$ cat src/rtl/swc_pkg.sv
package swc_pkg;
    typedef enum logic [2:0] {
        ST_IDLE    = 3'd0,
        ST_STOPPED = 3'd1,
        ST_WARMUP  = 3'd2,
        ST_STAB    = 3'd3,
        ST_RUN     = 3'd4
    } swc_state_e;
endpackage

$ cat src/rtl/swc_sync_detect.sv
module swc_sync_detect #(
    parameter int NKEY = 5
) (
    input  logic            clk,
    input  logic            rst_n,
    input  logic            stop_pin,
    input  logic [NKEY-1:0] key_in,
    output logic            pin_lvl,
    output logic            pin_rise,
    output logic [NKEY-1:0] key_lvl
);
    typedef struct packed {
        logic            pin_s1;
        logic            pin_s2;
        logic            pin_s3;
        logic [NKEY-1:0] key_s1;
        logic [NKEY-1:0] key_s2;
    } sync_regs_t;

    sync_regs_t r_q, r_d;

    always_comb begin
        r_d        = r_q;
        r_d.pin_s1 = stop_pin;
        r_d.pin_s2 = r_q.pin_s1;
        r_d.pin_s3 = r_q.pin_s2;
        r_d.key_s1 = key_in;
        r_d.key_s2 = r_q.key_s1;
    end

    always_ff @(posedge clk or negedge rst_n) begin
        if (!rst_n) r_q <= '0;
        else        r_q <= r_d;
    end

    // Level and edge views of the synchronized pin
    assign pin_lvl  = r_q.pin_s2;
    assign pin_rise = r_q.pin_s2 & ~r_q.pin_s3;
    assign key_lvl  = r_q.key_s2;
endmodule

$ cat src/rtl/swc_wait_timer.sv
module swc_wait_timer #(
    parameter int WARM_CYCLES = 16384,
    parameter int STAB_CYCLES = 64
) (
    input  logic clk,
    input  logic rst_n,
    input  logic clr,
    input  logic count_en,
    input  logic in_stab,
    output logic done
);
    localparam int MAXC = (WARM_CYCLES > STAB_CYCLES) ? WARM_CYCLES : STAB_CYCLES;
    localparam int CW   = $clog2(MAXC + 1);
    localparam logic [CW-1:0] WARM_LAST = CW'(WARM_CYCLES - 1);
    localparam logic [CW-1:0] STAB_LAST = CW'(STAB_CYCLES - 1);

    logic [CW-1:0] cnt_q, cnt_d;

    always_comb begin
        cnt_d = cnt_q;
        if (clr)           cnt_d = '0;
        else if (count_en) cnt_d = cnt_q + 1'b1;
    end

    always_ff @(posedge clk or negedge rst_n) begin
        if (!rst_n) cnt_q <= '0;
        else        cnt_q <= cnt_d;
    end

    assign done = count_en && (cnt_q == (in_stab ? STAB_LAST : WARM_LAST));
endmodule

$ cat src/rtl/sleep_wake_ctrl.sv
module sleep_wake_ctrl
    import swc_pkg::*;
#(
    parameter int NKEY        = 5,
    parameter int PCW         = 16,
    parameter int WARM_CYCLES = 16384,
    parameter int STAB_CYCLES = 64
) (
    input  logic            clk,
    input  logic            rst_n,
    input  logic            stop_req,
    input  logic            rel_level,
    input  logic [NKEY-1:0] key_en,
    input  logic            lp_flash,
    input  logic [PCW-1:0]  stop_pc,
    input  logic            stop_pin,
    input  logic [NKEY-1:0] key_in,
    output logic            clk_en,
    output logic            core_halt,
    output logic            prescaler_clr,
    output logic            retain_hold,
    output logic            resume_pulse,
    output logic [PCW-1:0]  resume_pc,
    output logic [2:0]      status
);
    localparam logic [PCW-1:0] PC_STEP = PCW'(2);

    typedef struct packed {
        swc_state_e      state;
        logic            mode_lvl;
        logic [NKEY-1:0] ken;
        logic            lp;
        logic [PCW-1:0]  rpc;
    } ctrl_regs_t;

    ctrl_regs_t r_q, r_d;

    logic            pin_lvl_w;
    logic            pin_rise_w;
    logic [NKEY-1:0] key_lvl_w;
    logic            timer_done;
    logic            timer_clr;
    logic            timer_run;
    logic            lvl_wake;
    logic            lp_latched;

    swc_sync_detect #(.NKEY(NKEY)) u_sync (
        .clk      (clk),
        .rst_n    (rst_n),
        .stop_pin (stop_pin),
        .key_in   (key_in),
        .pin_lvl  (pin_lvl_w),
        .pin_rise (pin_rise_w),
        .key_lvl  (key_lvl_w)
    );

    assign lvl_wake = pin_lvl_w | (|(key_lvl_w & r_q.ken));

    always_comb begin
        r_d = r_q;
        unique case (r_q.state)
            ST_IDLE: begin
                if (stop_req) begin
                    r_d.mode_lvl = rel_level;
                    r_d.ken      = key_en;
                    r_d.lp       = lp_flash;
                    r_d.rpc      = stop_pc + PC_STEP;
                    // Level style with the pin already high skips the stop
                    r_d.state    = (rel_level && pin_lvl_w) ? ST_WARMUP : ST_STOPPED;
                end
            end
            ST_STOPPED: begin
                if (r_q.mode_lvl ? lvl_wake : pin_rise_w) r_d.state = ST_WARMUP;
            end
            ST_WARMUP: begin
                if (timer_done) r_d.state = r_q.lp ? ST_STAB : ST_RUN;
            end
            ST_STAB: begin
                if (timer_done) r_d.state = ST_RUN;
            end
            ST_RUN:  r_d.state = ST_IDLE;
            default: r_d.state = ST_IDLE;
        endcase
    end

    always_ff @(posedge clk or negedge rst_n) begin
        if (!rst_n) r_q <= '{state: ST_IDLE, default: '0};
        else        r_q <= r_d;
    end

    assign timer_clr = (r_d.state != r_q.state);
    assign timer_run = (r_q.state == ST_WARMUP) || (r_q.state == ST_STAB);

    swc_wait_timer #(
        .WARM_CYCLES (WARM_CYCLES),
        .STAB_CYCLES (STAB_CYCLES)
    ) u_timer (
        .clk      (clk),
        .rst_n    (rst_n),
        .clr      (timer_clr),
        .count_en (timer_run),
        .in_stab  (r_q.state == ST_STAB),
        .done     (timer_done)
    );

    assign clk_en        = (r_q.state == ST_IDLE) || (r_q.state == ST_RUN);
    assign core_halt     = !clk_en;
    assign retain_hold   = !clk_en;
    assign prescaler_clr = (r_q.state == ST_STOPPED);
    assign resume_pulse  = (r_q.state == ST_RUN);
    assign resume_pc     = r_q.rpc;
    assign status        = r_q.state;
    assign lp_latched    = r_q.lp;
endmodule

$ cat config.mk
export PLATFORM = sky130hd
export DESIGN_NAME = sleep_wake_ctrl
export DESIGN_NICKNAME = d
export VERILOG_FILES = /design/src/rtl/swc_pkg.sv /design/src/rtl/swc_sync_detect.sv /design/src/rtl/swc_wait_timer.sv /design/src/rtl/sleep_wake_ctrl.sv
export SDC_FILE = /design/constraint.sdc
export NUM_CORES = 1
export LEC_CHECK = 0
export BUFFER_PORTS_ARGS = -buffer_cell sky130_fd_sc_hd__clkbuf_2
export CAP_MARGIN = 5
export CORE_MARGIN = 3
export CORE_UTILIZATION = 58
export CTS_CLUSTER_DIAMETER = 80
export DETAILED_ROUTE_END_ITERATION = 7
export GPL_TIMING_DRIVEN = 0
export PLACE_DENSITY = 0.83
export SETUP_SLACK_MARGIN = 0.4
export SLEW_MARGIN = 0
export SYNTH_ARGS = -nofsm -noshare
export SYNTH_HDL_FRONTEND = slang
export SYNTH_SLANG_ARGS = --single-unit
$ cat constraint.sdc
create_clock -name clk -period 4.6 [get_ports clk]
set_input_delay 0 -clock clk [delete_from_list [all_inputs] [get_ports clk]]
set_output_delay 0 -clock clk [all_outputs]
set_load 0.005 [all_outputs]
Yosys cells after proc, flatten, opt, wreduce, memory -nomap -nowiden
Cells that the tools add are included.
Storage, ports and cells
  register bits: 54
  input port bits: 32
  output and inout bits: 24
  logic and storage cells: 43
Operators by class
  add/sub/neg operators: 2
  eq/ne operators: 6
  muxes and demuxes: 11
  bitwise operators: 4
  reduce and logical (&&, ||, !) cells: 9
Operators with widths (number)
  two-way mux 15 bit: 2
  two-way mux 26 bit: 1
  adder 16 x 2 -> 16 bit (second input constant): 1
  adder 15 x 1 -> 15 bit (second input constant): 1
  == test 15 bit: 1
  two-way mux 14 bit: 1
  two-way mux 3 bit: 4
  one-hot mux 3 bit (4 select lines): 1
  == test 3 x 2 -> 1 bit (second input constant): 2
  bitwise AND 5 bit: 1
  OR reduction 5 bit: 1
  == test 3 x 1 -> 1 bit (second input constant): 1
  == test 3 bit (second input constant): 1
  logical NOT 3 bit: 1
  inequality test 3 bit: 1
  logical AND 1 bit: 2
  logical OR 1 bit: 2
  two-way mux 2 bit: 1
  AND reduction 2 bit: 1
  nonzero test 2 bit: 1
  bitwise AND 1 bit: 1
  logical NOT 1 bit: 1
  two-way mux 1 bit: 1
  inverter 1 bit: 1
  bitwise OR 1 bit: 1

Depth between registers and ports, before layout
Gate-level depths: netlist (run 1).
  depth after elaboration: 8
  depth in mapped cells: 7
  gate-level depth less buffers: 6

Cells and area by module
From an unflattened synthesis (run 1), not the netlist that was laid out.
Unflattened totals
  cells, all modules: 274
  area total of the unflattened synthesis: 2771.4 µm²
Modules (own cells, without submodules)
  sleep_wake_ctrl: instances 1, cells each 171, area an instance 1557.7 µm², sequential area each 650.6 µm²
  swc_wait_timer: instances 1, cells each 84, area an instance 837.1 µm², sequential area each 375.4 µm²
  swc_sync_detect: instances 1, cells each 19, area an instance 376.6 µm², sequential area each 325.3 µm²

Least setup slack after synthesis (run 1)
No wires, ideal clock.
  path kind: reg-to-reg
  start: register u_timer.cnt_q[12]
  end: register u_timer.cnt_q[1]
  setup time: 0.142 ns
  arrival: 1.908 ns
  required time: 4.458 ns
  slack: 2.550 ns
  stages on the path, launching flop included: 7
  period minus slack after synthesis: 2.050 ns
  cell sequence: dfrtp_1 -> or4_1 -> nor4_2 -> o21ai_2 -> o311ai_4 -> buf_6 -> a221oi_1
Between the ends
  word-level cells in the longest chain between the ends: 6
  elaborated cells between the ends (all ways): 8
RTL lines
  start: declaration: line swc_wait_timer.sv:17  | logic [CW-1:0] cnt_q, cnt_d;
  start signal: assignment: line swc_wait_timer.sv:27  | else cnt_q <= cnt_d;
  == test 15 bit (*): line swc_wait_timer.sv:30  | assign done = count_en && (cnt_q == (in_stab ? STAB_LAST : WARM_LAST));
  logical AND 1 bit (*): line swc_wait_timer.sv:30
  two-way mux 3 bit, on equally long branches: line sleep_wake_ctrl.sv:79, sleep_wake_ctrl.sv:76
  one-hot mux 3 bit (4 select lines) (*): line sleep_wake_ctrl.sv:61  | unique case (r_q.state)
  inequality test 3 bit (*): line sleep_wake_ctrl.sv:91  | assign timer_clr = (r_d.state != r_q.state);
  two-way mux 15 bit or nonzero test 2 bit (tied branches)
Mark *: on every way between the ends. The rest lies on a longest branch, timed or not.
A chain may end at the register's enable or synchronous reset.

Worst setup path in the final report (run 1)
  start: register r_q, in the netlist status[1]
  end: register u_timer.cnt_q[1]
Between the ends
  word-level cells in the longest chain between the ends: 8
  elaborated cells between the ends (all ways): 16
RTL lines
  start: declaration: line sleep_wake_ctrl.sv:36  | ctrl_regs_t r_q, r_d;
  start signal: assignment: line sleep_wake_ctrl.sv:88  | else r_q <= r_d;
  == test 3 x 2 -> 1 bit: line sleep_wake_ctrl.sv:61, sleep_wake_ctrl.sv:92, sleep_wake_ctrl.sv:102
  two-way mux 14 bit: line swc_wait_timer.sv:30
  == test 15 bit: line swc_wait_timer.sv:30
  logical AND 1 bit: line swc_wait_timer.sv:30
  two-way mux 3 bit, on equally long branches: line sleep_wake_ctrl.sv:79, sleep_wake_ctrl.sv:76
  one-hot mux 3 bit (4 select lines): line sleep_wake_ctrl.sv:61
  inequality test 3 bit: line sleep_wake_ctrl.sv:91
  two-way mux 15 bit or nonzero test 2 bit (tied branches)
Several ways; a longest one is shown, not always the timed one.

==> impl_metrics.tcl, run 1 <==
set metrics [dict create \
    status "finished with violations" \
    failed_checks "negative hold slack" \
    setup_viol 0 \
    first_pass_iters 4 \
    cp-end-kind "register" \
    fillers 301 \
    initial_core_util_pct 60.7 \
    post_drt_wl_per_cell_um 15.6 \
    final.setup.worst_slack_ns 2.30 \
    layout_common_cells "54 x clkbuf_2, 54 x dfrtp_1, 22 x buf_4" \
    grt-ovfl-total 0 \
    power_uw 872 \
    slowest_delay_ns 0.50 \
    final_area_um2 3290 \
    p_seq_share_pct 57.6 \
    yosys_warnings 0 \
    p_clk_share_pct 32.1 \
    dieArea_um2 5470 \
    p_switching_uw 217 \
    htree_num_levels 2 \
    ios 56 \
    power_frac_comb_pct 10.3 \
    total_leakage_power_nw 1.51 \
    worstPathArrival_ns 2.49 \
    grt_max_degree 55 \
    path_class "reg -> reg" \
    grt_pass1_vias 2174 \
    cts_buffers 5 \
    relSlewSlack_pct 66.5 \
    holdWs_ns -0.00105 \
    final_max_slew_viol_count 0 \
    fp-row-count 24 \
    ant_nets 0 \
    maxCapViolCount 0 \
    clock_skew_ns 0.0102 \
    p_int_uw 655 \
    dpl_cell_area_um2 3020 \
    hold_path_class "in -> reg" \
    cts_setup_buffers 0 \
    routed_wl_um 5940 \
    synth_seq_cells 54 \
    core_um2 4410 \
    ys.flop_type "dfrtp_1" \
    dieWidth_um 73.9 \
    sw_frac_of_total_pct 24.9 \
    drcViolationCount 0 \
    critPathTopFamily "compound AO/OA/AOI/OAI gates" \
    gp_congestion 0.821 \
    synth_nets 283 \
    rsz0062_at_grt "no" \
    slowest_stage "dfrtp_1" \
    ys_seq_area_share_pct 50.5 \
    die_h_um 73.9 \
    cp.required_ns 4.79 \
    synth_cell_type_count 41 \
    grt_first_pass_wirelength_um 10100 \
    area_growth_syn_to_layout_pct 23.0 \
    synth_edf_count 0 \
    pre_cts_slack_ns 2.30 \
    syn_avg_cell_area_um2 10.8 \
    cts_tree "built" \
    layout.nets 362 \
    root_buffer "clkbuf_8" \
    finalSetupTns_ns 0 \
    path_cells "nor2b_1 -> buf_4 -> a2111oi_2 -> o21ai_2 -> o311ai_4 -> buf_6 -> a221oi_1" \
    grtUsageTotal_pct 24.1 \
    post_cts_resized 0 \
    drive_gt1_share_pct 32.8 \
    portBuffers 55 \
    period_minus_slack_ns 2.30 \
    clock-sinks 54 \
    clk_path_buf_depth 2 \
    worst_setup_path_start_kind "register" \
    synth-async-reset-ratio_pct 100 \
    drt_iter0_drc 70 \
    worst_pin_slew_ns 0.502 \
    path_max_fanout 10 \
    finalHoldViolations 1 \
    ir_worst_vdd_v 0.000227 \
    syn_area_um2 2680 \
    vias 2095 \
    worstSkewPairLatency_ns 0.31 \
    antenna_cells 0 \
    postSynthCellCount 249 \
    viasPerCell 5.50 \
    max_freq_mhz 434 \
    period_share_pct 50.1 \
    cts.clk_slew.worst_paths_ns 0.10 \
    antenna_found_initial 0 \
    hpwl_um 3900 \
    power_density_nw_per_um2 265 \
    worst-path-buf-inv 2 \
]
[worst reg2reg max path, stage by stage (launching register included)]
cell and delay (ns):
dfrtp_1 0.50, nor2b_1 0.18, buf_4 0.17, a2111oi_2 0.41
o21ai_2 0.20, o311ai_4 0.45, buf_6 0.21, a221oi_1 0.06
[stage by stage]
step	cells	util, %
finish	381	74.6
global route	381	74.6
CTS	379	73.9
detailed placement	356	68.4
global placement	356	68.4
floorplan	249	-
[cell usage after synthesis, drive strengths merged (2+ instances only)]
master  number  share of area [%]
o21ai        4               0.89
or4          3               0.84
xor2        14                4.6
a21oi       15                2.8
nor2        20                2.8
xnor2       12                3.9
dfrtp       54                 50
and4         3               0.98
a221oi       2               0.65
mux2         9                3.8
and3         2               0.47
a22oi        2               0.56
mux2i        2               0.75
a211oi      13                3.6
clkbuf       2               0.28
nand2       16                2.2
nor3         7                1.3
nand3       10                1.9
ha           2               0.93
nand4        6                1.4
a31oi        2               0.70
buf         26                7.4
inv          9                1.3
[metal layers]
| metal | vias to the layer above | routed length (µm) | track usage, % |
|---|---|---|---|
| li1 | 1009 | - | - |
| met1 | 1027 | 2400 | 30.0 |
| met2 | 50 | 3240 | 42.8 |
| met3 | 9 | 243 | 5.27 |
| met4 | 0 | 63 | 5.63 |
| met5 | - | 0 | 0 |
[layout make-up]
cell class                 count  area [µm²]  area share (%)
timing repair buffer          72         455            13.8
clock buffer                   5        68.8            2.09
multi-input combinational    158        1090            33.0
sequential                    54        1350            41.0
clock inverter                 3        26.3           0.798
tap                           52        65.1            1.98
inverter                       9        33.8            1.03
buffer                        28         205            6.23
[registers in the layout, indices dropped and copies added (netlist names)]
register        flops
resume_pc          16
u_sync.key_lvl      5
u_sync.pin_lvl      1
status              3
u_sync.r_q          1
u_timer.cnt_q      15
lp_latched          1
u_sync.r_d          6
r_q                 6
[kinds of logic after synthesis]
group                      after synthesis  share of synthesized area, %
and+or+nand+nor                         76                          14.8
muxes                                   11                          4.53
buffers and inverters                   37                          8.93
adders and majority gates                2                         0.934
xor gates and xnor gates                26                          8.50
AOI/OAI and AO/OA                       43                          11.8
DFF                                     54                          50.5
[power by group through the flow]
stage	combinational [mW]	sequential, mW	clock [mW]
after detailed placement	0.0752	0.511	0
after global routing	0.100	0.505	0.299
after floorplan	0.0356	0.508	0
final	0.0899	0.503	0.280
after CTS	0.0858	0.502	0.282
after global placement	0.0731	0.509	0
[final timing paths]
kind	from	end	slack (ns)	cells after the start
max in group asynchronous	rst_n	u_timer.cnt_q[8]	4.02	3
worst max register to register	status[1]	u_timer.cnt_q[1]	2.30	7
min in group asynchronous	rst_n	u_timer.cnt_q[0]	0.08	2
worst min register to register	u_sync.r_d[2]	u_sync.key_lvl[2]	0.36	0
worst min-delay path	stop_pc[11]	resume_pc[11]	-0.001	3
worst max-delay path	status[1]	u_timer.cnt_q[1]	2.30	7
[what timing repair did]
item	in CTS	in global routing
hold buffers	15	1
hold endpoints to repair	15	54
endpoints found under the setup margin	0	0
No activity file was read; power rests on OpenSTA's default activity.
==> run 2: changes to the inputs <==
ABC_AREA = 1   (was unset)
CORE_UTILIZATION = 54   (was 58)
PLACE_DENSITY = 0.78   (was 0.83)
clock period = 2.2 ns   (was 4.6 ns; I/O delays follow)
==> impl_metrics.tcl, run 2 <==
set metrics [dict create \
    die_h_um 76.7 \
    dieArea_um2 5880 \
    root_buffer "clkbuf_8" \
    min_to "resume_pc[3]" \
    antenna_cells 0 \
    layout.nets 426 \
    area_growth_syn_to_layout_pct 30.6 \
    vias 2246 \
    period_minus_slack_ns 1.78 \
    synth_edf_count 0 \
    grt_max_degree 55 \
    dieWidth_um 76.7 \
    clk_path_buf_depth 2 \
    regToRegEndpoint "u_timer.cnt_q[14]" \
    fp-row-count 25 \
    synth_nets 337 \
    r2r_slack_ns 0.42 \
    hp-start "stop_pc[3]" \
    hold_path_class "in -> reg" \
    worstSkewPairLatency_ns 0.32 \
    slowest_stage "dfrtp_2" \
    first_pass_iters 4 \
    fillers 356 \
    ios 56 \
    worstPathArrival_ns 1.98 \
    slowest_delay_ns 0.45 \
    cp.required_ns 2.40 \
    layout_common_cells "77 x nand2_1, 54 x clkbuf_2, 51 x dfrtp_1" \
    clock_skew_ns 0.0150 \
    path_class "reg -> reg" \
    worst-path-buf-inv 1 \
    drt_iter0_drc 125 \
    gp_congestion 0.880 \
    viasPerCell 4.88 \
    ant_nets 0 \
    synth.top_cells.by_area "dfrtp_1 50%, nand2_1 11%, buf_4 5.6%" \
    worst_setup_path_start_kind "register" \
    drcViolationCount 0 \
    setup_viol 0 \
    synth_seq_cells 54 \
    power_mw 1.71 \
    cts_tree "built" \
    rsz0062_at_grt "yes" \
    cts_buffers 5 \
    largest_reg_flops 16 \
    r2r_start "status[2]" \
    power_density_nw_per_um2 485 \
    synth_cell_type_count 31 \
    timing.critical_path.mode_cell "nor2_4" \
    crit_path_start "status[2]" \
    ys.flop_type "dfrtp_1" \
    critPathTopFamily "simple AND/OR/NAND/NOR gates" \
    syn_area_um2 2700 \
    core_um2 4790 \
    final_max_slew_viol_count 0 \
    final_common_cell "nand2_1" \
    synth_most_common_cell "nand2_1" \
    yosysTopAreaCellShare_pct 50.1 \
    whs_path_depth 3 \
    routed_wl_um 5770 \
    finalHoldViolations 0 \
    post_drt_wl_per_cell_um 12.5 \
    drive_gt1_share_pct 32.8 \
    path_max_fanout 8 \
    grt_first_pass_wirelength_um 9670 \
    cp-end-kind "register" \
    syn_avg_cell_area_um2 8.90 \
    cts.clk_slew.worst_paths_ns 0.11 \
    max_freq_mhz 562 \
    reg2reg_depth 7 \
    portBuffers 55 \
    relSlewSlack_pct 67.6 \
    hpwl_um 3890 \
    maxCapViolCount 0 \
    synth_top_area_cell "dfrtp_1" \
    period_share_pct 80.9 \
    synth-async-reset-ratio_pct 100 \
    antenna_found_initial 0 \
    status "completed" \
    synth_common_cells "78 x nand2_1, 54 x dfrtp_1, 22 x inv_1, 22 x nor2_1, 20 x buf_4" \
    grt_pass1_vias 2113 \
    finalSetupTns_ns 0 \
    grt-ovfl-total 0 \
    grtUsageTotal_pct 20.5 \
    postSynthCellCount 303 \
    yosys_warnings 0 \
    total_leakage_power_nw 1.83 \
    initial_core_util_pct 56.4 \
    worst_pin_slew_ns 0.486 \
    htree_num_levels 2 \
    path_cells "buf_4 -> nor2_4 -> nand3_2 -> nor3_4 -> nand3_1 -> xor2_1 -> nor2_4" \
    clock-sinks 54 \
    ir_worst_vdd_v 0.000353 \
    ys_seq_area_share_pct 50.1 \
]
-- run 2: worst max path at each step --
stage                        endpoint  depth (start not counted)
floorplan            u_timer.cnt_q[8]                         13
global placement    u_timer.cnt_q[14]                          9
CTS                  u_timer.cnt_q[7]                         11
finish              u_timer.cnt_q[14]                          7
detailed placement   u_timer.cnt_q[7]                          9
global route        u_timer.cnt_q[11]                         12
-- run 2: cells by family (layout without fill, tap and decap cells) --
| group | count (synthesis) | in the layout | synth area share (%) |
|---|---|---|---|
| AO/OA/AOI/OAI | 23 | 23 | 4.73 |
| XOR/XNOR | 20 | 20 | 6.49 |
| adder cells (fa/ha/maj) | 2 | 2 | 0.927 |
| buffers and inverters | 49 | 139 | 9.88 |
| flip-flops | 54 | 54 | 50.1 |
| multiplexers | 1 | 1 | 0.371 |
| AND/OR/NAND/NOR | 154 | 154 | 27.5 |
-- run 2: timing repair --
item                                    in CTS  in global routing
cloned                                       0                  1
resized for setup                            4                 17
endpoints found under the setup margin      10                 15
setup buffers                                0                  6
pin swaps                                    0                  4
hold buffers                                18                  1
hold endpoints to repair                    19                 54
-- run 2: final cells by class --
class | count | area [µm²] | share of cell area, %
Buffer | 25 | 185 | 5.26
Timing Repair Buffer | 82 | 556 | 15.8
Tap cell | 67 | 83.8 | 2.38
Sequential cell | 54 | 1360 | 38.5
Inverter | 24 | 92.6 | 2.63
Clock inverter | 2 | 17.5 | 0.497
Clock buffer | 6 | 82.6 | 2.34
Multi-Input combinational cell | 200 | 1150 | 32.7
-- run 2: worst register-to-register path, stage by stage (launching register included) --
cell,delay (ns)
dfrtp_2,0.45
buf_4,0.15
nor2_4,0.20
nand3_2,0.17
nor3_4,0.24
nand3_1,0.16
xor2_1,0.24
nor2_4,0.05
-- run 2: power by group --
group | switching, mW | internal [mW]
Combinational | 0.0551 | 0.0554
Sequential | 0.00384 | 1.00
Clock | 0.330 | 0.260
-- run 2: per-layer routing --
metal	vias to the layer above	part of all wire (%)	routed length (µm)	global-route usage, %
li1	1121	-	-	-
met2	53	50	2860	34.7
met4	0	1.4	80	7.07
met3	6	3.7	211	4.34
met5	-	0	0	0
met1	1066	45	2620	26.0
-- run 2: stage by stage --
stage | cells | cell area [µm²] | util [%] | worst slack [ns] | hold slack [ns]
floorplan | 303 | 2700 | - | 0.618 | -0.296
global placement | 425 | 3060 | 63.9 | 0.457 | 0.108
detailed placement | 425 | 3060 | 63.9 | 0.378 | 0.110
CTS | 451 | 3360 | 70.1 | 0.405 | 0.00296
global route | 460 | 3520 | 73.6 | 0.271 | 0.00458
finish | 460 | 3520 | 73.6 | 0.421 | 0.00147
==> run 3: changes to the inputs <==
ABC_AREA = 0   (was 1)
clock period = 1.85 ns   (was 2.2 ns; I/O delays follow)
==> impl_metrics.tcl, run 3 (synthesized netlist as in run 1, its figures left out) <==
set metrics [dict create \
    status "finished with violations" \
    failed_checks "negative setup slack" \
    ant_nets 0 \
    root_buffer "clkbuf_8" \
    period_share_pct 119 \
    layout.nets 392 \
    area_growth_syn_to_layout_pct 48.1 \
    path_max_fanout 6 \
    power_density_nw_per_um2 563 \
    p_switching_uw 584 \
    htree_num_levels 2 \
    relSlewSlack_pct 65.1 \
    dieArea_um2 5840 \
    fillers 206 \
    ios 56 \
    largest_reg_flops 16 \
    period_minus_slack_ns 2.19 \
    sw_frac_of_total_pct 26.2 \
    final.setup.worst_slack_ns -0.345 \
    worst_pin_slew_ns 0.524 \
    final_area_um2 3970 \
    vias 2447 \
    initial_core_util_pct 58.7 \
    cts_tree "built" \
    cp.required_ns 2.06 \
    cts.clk_slew.worst_paths_ns 0.11 \
    p_int_mw 1.65 \
    path_class "reg -> reg" \
    grt_pass1_vias 2527 \
    antenna_found_initial 0 \
    antenna_cells 0 \
    rsz0062_at_grt "yes" \
    clk_path_buf_depth 2 \
    max_freq_mhz 456 \
    path_cells "or4_4 -> nor4_4 -> o21ai_4 -> o311ai_4 -> buf_6 -> a211oi_2" \
    grt-ovfl-total 0 \
    post_drt_wl_per_cell_um 18.6 \
    clock_skew_ns 0.00738 \
    grtUsageTotal_pct 26.6 \
    final_max_slew_viol_count 0 \
    p_seq_share_pct 56.1 \
    ir_worst_vdd_v 0.000537 \
    worstSkewPairLatency_ns 0.32 \
    drcViolationCount 0 \
    hpwl_um 3890 \
    viasPerCell 5.77 \
    setup_viol 17 \
    hold_path_class "in -> reg" \
    core_um2 4560 \
    holdWs_ns 0.0111 \
    dpl_cell_area_um2 3070 \
    first_pass_iters 4 \
    final_common_cell "clkbuf_2" \
    cts_buffers 5 \
    p_clk_share_pct 32.3 \
    cp-end-kind "register" \
    finalHoldViolations 0 \
    maxCapViolCount 0 \
    dieWidth_um 76.4 \
    worstPathArrival_ns 2.40 \
    gp_congestion 0.868 \
    grt_first_pass_wirelength_um 12600 \
    critPathTopFamily "simple AND/OR/NAND/NOR gates" \
    layout_common_cells "54 x clkbuf_2, 49 x dfrtp_1, 35 x buf_4" \
    clock-sinks 54 \
    grt_max_degree 37 \
    slowest_stage "or4_4" \
    fp-row-count 24 \
    routed_wl_um 7900 \
    slowest_delay_ns 0.54 \
    portBuffers 55 \
    drt_iter0_drc 177 \
    power_frac_comb_pct 11.6 \
    worst_setup_path_start_kind "register" \
    worst-path-buf-inv 1 \
    drive_gt1_share_pct 50.7 \
    die_h_um 76.4 \
    total_leakage_power_nw 1.79 \
]
## run 3: cell type report
| cell class | instances | area, µm² | area share, % |
|---|---|---|---|
| Inverter | 9 | 33.8 | 0.852 |
| Clock inverter | 3 | 26.3 | 0.662 |
| Sequential cell | 54 | 1360 | 34.2 |
| Timing Repair Buffer | 102 | 776 | 19.6 |
| Clock buffer | 5 | 68.8 | 1.74 |
| Buffer | 28 | 262 | 6.59 |
| Tap cell | 65 | 81.3 | 2.05 |
| Multi-Input combinational cell | 158 | 1360 | 34.3 |
## run 3: stage by stage
step	instances	setup TNS [ns]	utilization [%]	power [mW]	setup slack, ns
2_1_floorplan	249	-1.89	-	1.35	-0.159
3_3_place_gp	369	-5.00	66.8	1.45	-0.373
3_5_place_dp	370	-5.25	67.2	1.46	-0.399
4_1_cts	415	-4.60	83.4	2.20	-0.324
5_1_grt	424	-6.03	86.9	2.32	-0.404
6_report	424	-5.16	86.9	2.23	-0.345
## run 3: repair_timing
| action | 4_1_cts | 5_1_grt |
|---|---|---|
| hold endpoints to repair | 35 | 0 |
| pin swaps | 15 | 7 |
| endpoints found under the setup margin | 42 | 44 |
| hold buffers | 18 | 0 |
| cloned | 3 | 0 |
| buffers inserted | 16 | 9 |
| resized for setup | 70 | 23 |
## run 3: power by group through the flow
stage                     Sequential (mW)  Combinational, mW  Clock, mW
after floorplan                      1.26             0.0887          0
after global placement               1.27              0.183          0
after detailed placement             1.27              0.192          0
after CTS                            1.25              0.244      0.709
after global routing                 1.26              0.282      0.778
final                                1.25              0.258      0.721
## run 3: final timing paths
kind | cells past startpoint | startpoint | slack, ns | end
setup / recovery | 6 | u_timer.cnt_q[9] | -0.34 | u_timer.cnt_q[13]
hold / removal | 3 | stop_pc[15] | 0.01 | resume_pc[15]
setup reg to reg | 6 | u_timer.cnt_q[9] | -0.34 | u_timer.cnt_q[13]
hold reg to reg | 0 | u_sync.r_d[2] | 0.36 | u_sync.key_lvl[2]
max in group asynchronous | 3 | rst_n | 1.08 | status[2]
min in group asynchronous | 2 | rst_n | 0.19 | resume_pc[11]
## run 3: worst register-to-register path: cells and delay by family, from the launching register on
| kind | cells | cell delay (ns) |
|---|---|---|
| AOI/OAI and AO/OA | 3 | 0.60 |
| DFF | 1 | 0.47 |
| buffers and inverters | 1 | 0.20 |
| and+or+nand+nor | 2 | 0.82 |
## run 3: metal layers
| metal | wire, µm | up-vias | track usage [%] |
|---|---|---|---|
| met2 | 3950 | 151 | 44.4 |
| met3 | 662 | 24 | 5.79 |
| met4 | 193 | 0 | 9.06 |
| met1 | 3090 | 1204 | 34.3 |
| li1 | - | 1068 | - |
| met5 | 0 | - | 0 |
